## config.mk

```make
export PLATFORM = sky130hd
export DESIGN_NAME = tmr_flag_unit
export DESIGN_NICKNAME = d
export VERILOG_FILES = /design/src/rtl/tfu_pkg.sv /design/src/rtl/tfu_counter.sv /design/src/rtl/tfu_edge_det.sv /design/src/rtl/tfu_gr_chan.sv /design/src/rtl/tfu_flag_cell.sv /design/src/rtl/tmr_flag_unit.sv
export SDC_FILE = /design/constraint.sdc
export NUM_CORES = 1
export LEC_CHECK = 0
export ABC_AREA = 1
export BUFFER_PORTS_ARGS = -buffer_cell sky130_fd_sc_hd__buf_2
export CORE_ASPECT_RATIO = 1.75
export CORE_MARGIN = 2
export CORE_UTILIZATION = 42
export CTS_BUF_LIST = sky130_fd_sc_hd__clkbuf_4 sky130_fd_sc_hd__clkbuf_8 sky130_fd_sc_hd__clkbuf_16
export CTS_CLUSTER_DIAMETER = 50
export DETAILED_ROUTE_END_ITERATION = 10
export PLACE_DENSITY = 0.7
export RECOVER_POWER = 100
export SYNTH_ARGS = -nofsm -noshare
export SYNTH_HDL_FRONTEND = slang
export SYNTH_SLANG_ARGS = --single-unit
```

## constraint.sdc

```tcl
create_clock -name clk -period 4 [get_ports clk]
set_input_delay 0.8 -clock clk [delete_from_list [all_inputs] [get_ports clk]]
set_output_delay 0.8 -clock clk [all_outputs]
set_load 0.02 [all_outputs]
```

## src/rtl/tfu_pkg.sv

```systemverilog
package tfu_pkg;
   localparam int NUM_CC    = 4;
   localparam int FLAG_W    = NUM_CC + 1;
   localparam int OVF_BIT   = NUM_CC;
   localparam int SEL_W     = $clog2(NUM_CC);
   localparam int STS_W     = 8;

   typedef enum logic [1:0] {
      EDGE_RISE = 2'b00,
      EDGE_FALL = 2'b01,
      EDGE_ANY  = 2'b10,
      EDGE_ANY2 = 2'b11
   } edge_sel_e;

   function automatic logic edge_hit(edge_sel_e sel, logic cur, logic prev);
      case (sel)
         EDGE_RISE: edge_hit = cur & ~prev;
         EDGE_FALL: edge_hit = ~cur & prev;
         default:   edge_hit = cur ^ prev;
      endcase
   endfunction
endpackage

```

## src/rtl/tfu_counter.sv

```systemverilog
module tfu_counter #(
   parameter int CNT_W = 16
) (
   input  logic             clk,
   input  logic             rst_n,
   input  logic             en_i,
   output logic [CNT_W-1:0] q_o,
   output logic             wrap_o
);
   always_ff @(posedge clk or negedge rst_n) begin
      if (!rst_n) q_o <= '0;
      else if (en_i) q_o <= q_o + CNT_W'(1);
   end

   assign wrap_o = en_i & (&q_o);
endmodule

```

## src/rtl/tfu_edge_det.sv

```systemverilog
module tfu_edge_det
   import tfu_pkg::*;
#(
   parameter int SYNC_STAGES = 2
) (
   input  logic       clk,
   input  logic       rst_n,
   input  logic       pin_i,
   input  logic [1:0] sel_i,
   output logic       hit_o
);
   logic [SYNC_STAGES-1:0] sync_q;
   logic                   prev_q;

   always_ff @(posedge clk or negedge rst_n) begin
      if (!rst_n) begin
         sync_q <= '0;
         prev_q <= 1'b0;
      end else begin
         sync_q <= {sync_q[SYNC_STAGES-2:0], pin_i};
         prev_q <= sync_q[SYNC_STAGES-1];
      end
   end

   assign hit_o = edge_hit(edge_sel_e'(sel_i), sync_q[SYNC_STAGES-1], prev_q);
endmodule

```

## src/rtl/tfu_gr_chan.sv

```systemverilog
module tfu_gr_chan #(
   parameter int CNT_W       = 16,
   parameter int SYNC_STAGES = 2
) (
   input  logic             clk,
   input  logic             rst_n,
   input  logic [CNT_W-1:0] cnt_i,
   input  logic             cnt_en_i,
   input  logic             cap_mode_i,
   input  logic [1:0]       edge_sel_i,
   input  logic             cap_pin_i,
   input  logic             wr_i,
   input  logic [CNT_W-1:0] wdata_i,
   output logic [CNT_W-1:0] gr_o,
   output logic             event_o
);
   logic pin_hit;
   logic capture;
   logic match;

   tfu_edge_det #(.SYNC_STAGES(SYNC_STAGES)) u_edge (
      .clk   (clk),
      .rst_n (rst_n),
      .pin_i (cap_pin_i),
      .sel_i (edge_sel_i),
      .hit_o (pin_hit)
   );

   assign capture = cap_mode_i & pin_hit;
   assign match   = ~cap_mode_i & cnt_en_i & (cnt_i == gr_o);
   assign event_o = capture | match;

   always_ff @(posedge clk or negedge rst_n) begin
      if (!rst_n)       gr_o <= '0;
      else if (capture) gr_o <= cnt_i;
      else if (wr_i)    gr_o <= wdata_i;
   end
endmodule

```

## src/rtl/tfu_flag_cell.sv

```systemverilog
module tfu_flag_cell (
   input  logic clk,
   input  logic rst_n,
   input  logic set_i,
   input  logic wr0_i,
   input  logic ack_clr_i,
   input  logic rd_i,
   output logic flag_o
);
   logic armed_q;
   logic clr;
   logic drop;

   assign clr  = (wr0_i & armed_q) | ack_clr_i;
   assign drop = clr & ~set_i;

   always_ff @(posedge clk or negedge rst_n) begin
      if (!rst_n) begin
         flag_o  <= 1'b0;
         armed_q <= 1'b0;
      end else begin
         flag_o <= set_i | (flag_o & ~clr);
         if (drop)                 armed_q <= 1'b0;
         else if (rd_i & flag_o)   armed_q <= 1'b1;
      end
   end
endmodule

```

## src/rtl/tmr_flag_unit.sv

```systemverilog
module tmr_flag_unit
   import tfu_pkg::*;
#(
   parameter int CNT_W       = 16,
   parameter int SYNC_STAGES = 2
) (
   input  logic                clk,
   input  logic                rst_n,
   input  logic                cnt_en,
   input  logic                gr_wr,
   input  logic [1:0]          gr_wr_sel,
   input  logic [CNT_W-1:0]    gr_wdata,
   input  logic [1:0]          gr_rd_sel,
   output logic [CNT_W-1:0]    gr_rdata,
   input  logic [3:0]          gr_cap_mode,
   input  logic [7:0]          cap_edge_sel,
   input  logic [3:0]          cap_in,
   input  logic                sts_rd,
   input  logic                sts_wr,
   input  logic                ien_wr,
   input  logic [4:0]          bus_wdata,
   output logic [7:0]          sts_rdata,
   input  logic [3:0]          xfer_ack,
   input  logic                xfer_noclr,
   output logic [4:0]          irq,
   output logic [CNT_W-1:0]    cnt_q
);
   if (CNT_W < 2 || CNT_W > 32) begin : g_bad_width
      $error("tmr_flag_unit: CNT_W must lie in 2..32");
   end
   if (SYNC_STAGES < 2) begin : g_bad_sync
      $error("tmr_flag_unit: SYNC_STAGES must be at least 2");
   end

   logic                 wrap;
   logic [NUM_CC-1:0]    cc_evt;
   logic [CNT_W-1:0]     gr_q [NUM_CC];
   logic [FLAG_W-1:0]    flags;
   logic [FLAG_W-1:0]    ien_q;
   logic [FLAG_W-1:0]    set_vec;

   tfu_counter #(.CNT_W(CNT_W)) u_cnt (
      .clk    (clk),
      .rst_n  (rst_n),
      .en_i   (cnt_en),
      .q_o    (cnt_q),
      .wrap_o (wrap)
   );

   for (genvar i = 0; i < NUM_CC; i++) begin : g_chan
      tfu_gr_chan #(.CNT_W(CNT_W), .SYNC_STAGES(SYNC_STAGES)) u_chan (
         .clk        (clk),
         .rst_n      (rst_n),
         .cnt_i      (cnt_q),
         .cnt_en_i   (cnt_en),
         .cap_mode_i (gr_cap_mode[i]),
         .edge_sel_i (cap_edge_sel[2*i +: 2]),
         .cap_pin_i  (cap_in[i]),
         .wr_i       (gr_wr && (gr_wr_sel == SEL_W'(i))),
         .wdata_i    (gr_wdata),
         .gr_o       (gr_q[i]),
         .event_o    (cc_evt[i])
      );
   end

   assign set_vec = {wrap, cc_evt};

   for (genvar f = 0; f < FLAG_W; f++) begin : g_flag
      logic ack_clr;
      if (f == OVF_BIT) begin : g_wrap_src
         assign ack_clr = 1'b0;
      end else begin : g_cc_src
         assign ack_clr = xfer_ack[f] & ~xfer_noclr;
      end
      tfu_flag_cell u_cell (
         .clk       (clk),
         .rst_n     (rst_n),
         .set_i     (set_vec[f]),
         .wr0_i     (sts_wr & ~bus_wdata[f]),
         .ack_clr_i (ack_clr),
         .rd_i      (sts_rd),
         .flag_o    (flags[f])
      );
   end

   always_ff @(posedge clk or negedge rst_n) begin
      if (!rst_n)      ien_q <= '0;
      else if (ien_wr) ien_q <= bus_wdata;
   end

   assign irq       = flags & ien_q;
   assign sts_rdata = {2'b11, 1'b0, flags};
   assign gr_rdata  = gr_q[gr_rd_sel];
endmodule

```

[Yosys cells after proc, flatten, opt, wreduce, memory -nomap -nowiden]
Index checks and enable logic that the tools add are counted.
Storage, ports and cells
  register bits: 107
  input bits: 53
  output and inout bits: 45
  word-level logic and storage cells: 178
Cells by class
  add/subtract/negate cells: 1
  magnitude comparators: 1
  equal/unequal tests: 11
  mux-type cells: 25
  bitwise gates (word level): 97
  reductions and logical operators: 19
Operators by type and width (count)
  $mux 16: 10
  $eq 16x16->1: 4
  $and 1x1->1: 50
  $bmux 16 s2: 1
  $not 1->1: 28
  $reduce_bool 2->1: 9
  $add 16x1->16 const B: 1
  $reduce_and 16->1: 1
  $or 1x1->1: 13
  $eq 2x1->1 const B: 5
  $logic_not 2->1: 5
  $mux 1: 10
  $pmux 1 s2: 4
  $and 5x5->5: 1
  $eq 2x2->1 const B: 2
  $logic_and 1x1->1: 4
  $xor 1x1->1: 4
  $ge 3x3->1 const B: 1
  $not 2->3: 1

[Longest topological paths before layout]
  depth in word-level cells: 8
  gate-level depth with buffers: 11
  mapped depth without buffers: 10

[By module]
Synthesis repeated with hierarchy kept, for this count alone.
Second synthesis, totals
  cell total of the unflattened synthesis: 1090
  area total of the unflattened synthesis: 7711.1 um2
Modules (own cells, without submodules)
  tfu_gr_chan: times used 4, cells an instance 152, area each 1166.1 um2, seq. area each 400.4 um2
  tmr_flag_unit: times used 1, cells an instance 245, area each 1148.6 um2, seq. area each 125.1 um2
  tfu_counter: times used 1, cells an instance 111, area each 870.8 um2, seq. area each 400.4 um2
  tfu_edge_det: times used 4, cells an instance 14, area each 136.4 um2, seq. area each 75.1 um2
  tfu_flag_cell: times used 5, cells an instance 14, area each 96.3 um2, seq. area each 50.0 um2

[Worst setup path before layout]
No wires, ideal clock.
  path type: input to output
  start point: input port gr_rd_sel[0]
  end point: output port gr_rdata[7]
  data arrival time: 1831 ps
  required time: 3200 ps
  slack: 1369 ps
  cell stages on the path: 6
  buffers on the path: 2
  cell sequence: clkbuf_1 -> inv_1 -> clkbuf_1 -> o21ai_0 -> a21oi_1 -> a21oi_1
On the way
  cells in the longest elaborated chain, start to end: 4
Ends and longest elaborated chain
  from (decl): RTL line tmr_flag_unit.sv:13  | input logic [1:0] gr_rd_sel,
  $not 2->3 (implied by the code): RTL line tmr_flag_unit.sv:93  | assign gr_rdata = gr_q[gr_rd_sel];
  $bmux 16 s2: RTL line tmr_flag_unit.sv:93
  $mux 16 (implied by the code) (2 in a row): RTL line tmr_flag_unit.sv:93
  to (decl): RTL line tmr_flag_unit.sv:14  | output logic [CNT_W-1:0] gr_rdata,
Every way passes these cells. The select of a mux whose other input is x is not followed.

[Worst setup path after layout]
  start point: input port gr_rd_sel[0]
  end point: output port gr_rdata[15]
The elaborated chain is that of the path after synthesis.

==> results.py <==
metrics = {
    "worst_setup_path": {
        "cpLargestDelayFamily": "buffers and inverters",
        "max_stage_delay_ns": 0.66,
        "r2r-start": "g_chan[2].u_chan.u_edge.sync_q[1]",
        "worst_setup_path_start_kind": "input port",
        "r2r_end": "g_chan[2].u_chan.gr_o[13]",
        "reg2reg_depth": 8,
        "worstPathArrival_ns": 2.51,
        "critPathBufInv": 4,
        "crit_type": "in -> out",
        "critical_path_required_ns": 3.20,
        "cp_max_fo": 27,
        "path_cells": "buf_2 > inv_1 > clkbuf_1 > o21ai_0 > a21oi_1 > a21oi_1 > buf_2",
        "cp-end-kind": "primary output",
        "slowest_stage": "inv_1",
        "r2r_setup_slack_ns": 1.52,
    },
    "die": {
        "core-area_um2": 14800,
        "dieHeight_um": 167,
        "io_pins": 98,
        "initial_core_util_pct": 43.0,
        "dieArea_um2": 16200,
        "rows": 59,
        "die_w_um": 97.2,
    },
    "global_routing": {
        "antenna_found_initial": 0,
        "grt_util_all_layers_pct": 25.0,
        "grt_pass1_vias": 5821,
        "grt_pass1_wl_um": 32000,
        "grt_start_max_net_pins": 108,
        "grt.overflow.total": 0,
    },
    "synth": {
        "synth_common_cells": "nand2_1, inv_1, dfrtp_1",
        "ys_top_cells_by_area": "dfrtp_1, nand2_1, o221ai_1",
        "netlist.area_leader.share_pct": 41.9,
        "yosysWarnings": 0,
        "synthMostInstantiatedCell": "nand2_1",
        "syn_inst": 853,
        "synthArstFlopShare_pct": 100,
        "yosys.area.top_type": "dfrtp_1",
        "seq_area_frac_synth_pct": 41.9,
        "ys.flop_type": "dfrtp_1",
        "syn_area_per_cell_um2": 7.49,
        "ys_ff_latch": 107,
        "netlist_area_um2": 6380,
        "yosysUniqueCellTypes": 31,
        "synth_edf_count": 0,
    },
    "clocking": {
        "cts_resized": 0,
        "cts-root-buf": "clkbuf_16",
        "numCtsBuffers": 9,
        "cts_max_path_buffers": 2,
        "clock_latency_ns": 0.36,
        "cts_tree": "done",
        "cts_hold_buffers": 0,
        "htreeDepth": 3,
        "clkTransAtPathRegs_ns": 0.07,
        "clock-sinks": 107,
        "cts_setup_buffers": 0,
    },
    "routing": {
        "drtAntennaViolNets": 0,
        "drtIter0Drc": 509,
        "first_pass_iters": 5,
        "route.detailed.drc": 0,
        "via_per_inst": 5.61,
        "vias": 6220,
        "drt_wl_total_um": 20200,
        "wl_per_cell_um": 18.3,
    },
    "layout": {
        "post-route-util_pct": 48.0,
        "nNetsFinal": 983,
        "layout-drive-gt1-share_pct": 10.2,
        "fillers": 1528,
        "antenna_cells": 0,
        "syn2layout_area_growth_pct": 11.5,
        "finish.instance_area_um2": 7120,
    },
    "sta": {
        "slew_headroom_pct": -85.0,
        "fin_skew_ns": 0.0100,
        "rsz0062_at_grt": "no",
        "fmax_ghz": 0.302,
        "period_needed_ns": 3.31,
        "setup_violations": 0,
        "tightest_slew_ns": 2.78,
        "holdWs_ns": 0.350,
        "fin_crit_sh_pct": 82.6,
        "fin_setup_tns_ns": 0,
        "hold_viol": 0,
        "slew_violations": 108,
    },
    "placement": {
        "dpl-instance-area_um2": 6940,
        "io_buffers": 94,
        "dpl.hpwl_um": 14100,
        "gp_congestion": 0.929,
    },
    "status": {
        "violations": "capacitance limit, slew limit",
        "status": "complete, but fails checks",
    },
    "power_and_ir_drop": {
        "ir_worst_vdd_v": 0.000212,
        "power.density_nw_per_um2": 504,
        "finalPower_mw": 3.59,
        "p_leak_nw": 3.49,
    },
    "hold_path": {
        "min_from": "g_chan[0].u_chan.u_edge.sync_q[0]",
        "min_to": "g_chan[0].u_chan.u_edge.sync_q[1]",
        "hold_path_depth": 0,
        "hp-class": "reg -> reg",
    },
    "flow_run": {
        "cap_violations": 1,
    },
}
## state kept, by name, indices dropped and copies added (netlist names)
| name | count |
|---|---|
| g_chan.u_chan.gr_o | 64 |
| g_flag.u_cell.flag_o | 5 |
| g_chan.u_chan.u_edge.sync_q | 8 |
| g_flag.u_cell.armed_q | 5 |
| g_chan.u_chan.u_edge.prev_q | 4 |
| u_cnt.q_o | 16 |
| ien_q | 5 |
## logic make-up (layout without fill, tap and decap cells)
group           after synthesis  count (layout)  synth area share, %
other cells                   2               3                0.118
compound gates              159             159                 17.0
simple gates                372             372                 24.7
fa+ha+maj                     9               9                 1.76
mux                           5               5                0.882
buf+inv                     186             258                 11.9
xor+xnor                     13              13                 1.78
flops                       107             107                 41.9
## cell usage in the layout (no fill, tap or decap), types with 2 or more instances in the layout
master / synthesis / layout
nand2_1: 221 / 221
inv_1: 125 / 125
dfrtp_1: 107 / 107
nand3_1: 78 / 78
o221ai_1: 64 / 64
a21oi_1: 53 / 53
buf_2: 17 / 51
nor2_1: 47 / 49
clkbuf_1: 21 / 44
o21ai_0: 26 / 29
nand4_1: 13 / 14
xor2_1: 13 / 13
ha_1: 9 / 9
clkbuf_16: 0 / 9
inv_2: 8 / 8
nor3_1: 5 / 7
buf_4: 10 / 7
clkinv_1: 5 / 5
mux2_2: 5 / 5
o32ai_1: 4 / 4
o211ai_1: 4 / 4
conb_1: 2 / 3
inv_6: 0 / 3
a21boi_0: 2 / 2
o21ai_2: 4 / 2
clkinvlp_4: 0 / 2
## worst max-delay path by stage
stage | start | endpoint | depth (start not counted)
2_1_floorplan | gr_rd_sel[0] | gr_rdata[7] | 6
3_3_place_gp | gr_rd_sel[0] | gr_rdata[4] | 7
3_5_place_dp | gr_rd_sel[0] | gr_rdata[0] | 7
4_1_cts | gr_rd_sel[0] | gr_rdata[4] | 7
5_1_grt | rst_n | g_chan[3].u_chan.u_edge.prev_q | 2
6_report | gr_rd_sel[0] | gr_rdata[15] | 7
## stage by stage
stage	worst slack, ns	std cells
finish	0.694	1109
global route	0.508	1109
CTS	0.896	1109
detailed placement	0.892	1093
global placement	0.925	1093
floorplan	1.37	854
## worst reg2reg max path, cell delays in order, from the launching register on
cell,delay (ns)
dfrtp_1,0.37
inv_1,0.05
ha_1,0.18
nand2_1,0.05
o21ai_0,0.07
o21ai_0,0.19
buf_4,0.42
nand2_1,0.64
o221ai_1,0.40
## power by group
| group | total, mW | switching [mW] | internal, mW |
|---|---|---|---|
| sequential | 1.53 | 0.237 | 1.29 |
| clock | 0.875 | 0.429 | 0.446 |
| combinational | 1.18 | 0.794 | 0.387 |
| total | 3.59 | 1.46 | 2.13 |
## final cells by class
class                   count  area, um2  area share (%)
multi-input cells         561       2930            41.1
repair buffers            104        485            6.82
inverters                 138        518            7.27
clock buffers              10        239            3.36
clock inverters             6       46.3           0.650
well taps                 183        229            3.22
flip-flops and latches    107       2680            37.6
## routing by layer
layer / share of wire [%] / track usage (%) / wire, um
met4: 4.8 / 12.6 / 974
met5: 0 / 0 / 0
met3: 6.5 / 2.50 / 1310
met2: 49 / 42.0 / 9990
met1: 39 / 32.1 / 7970
Power figures use the tool's default switching activity.
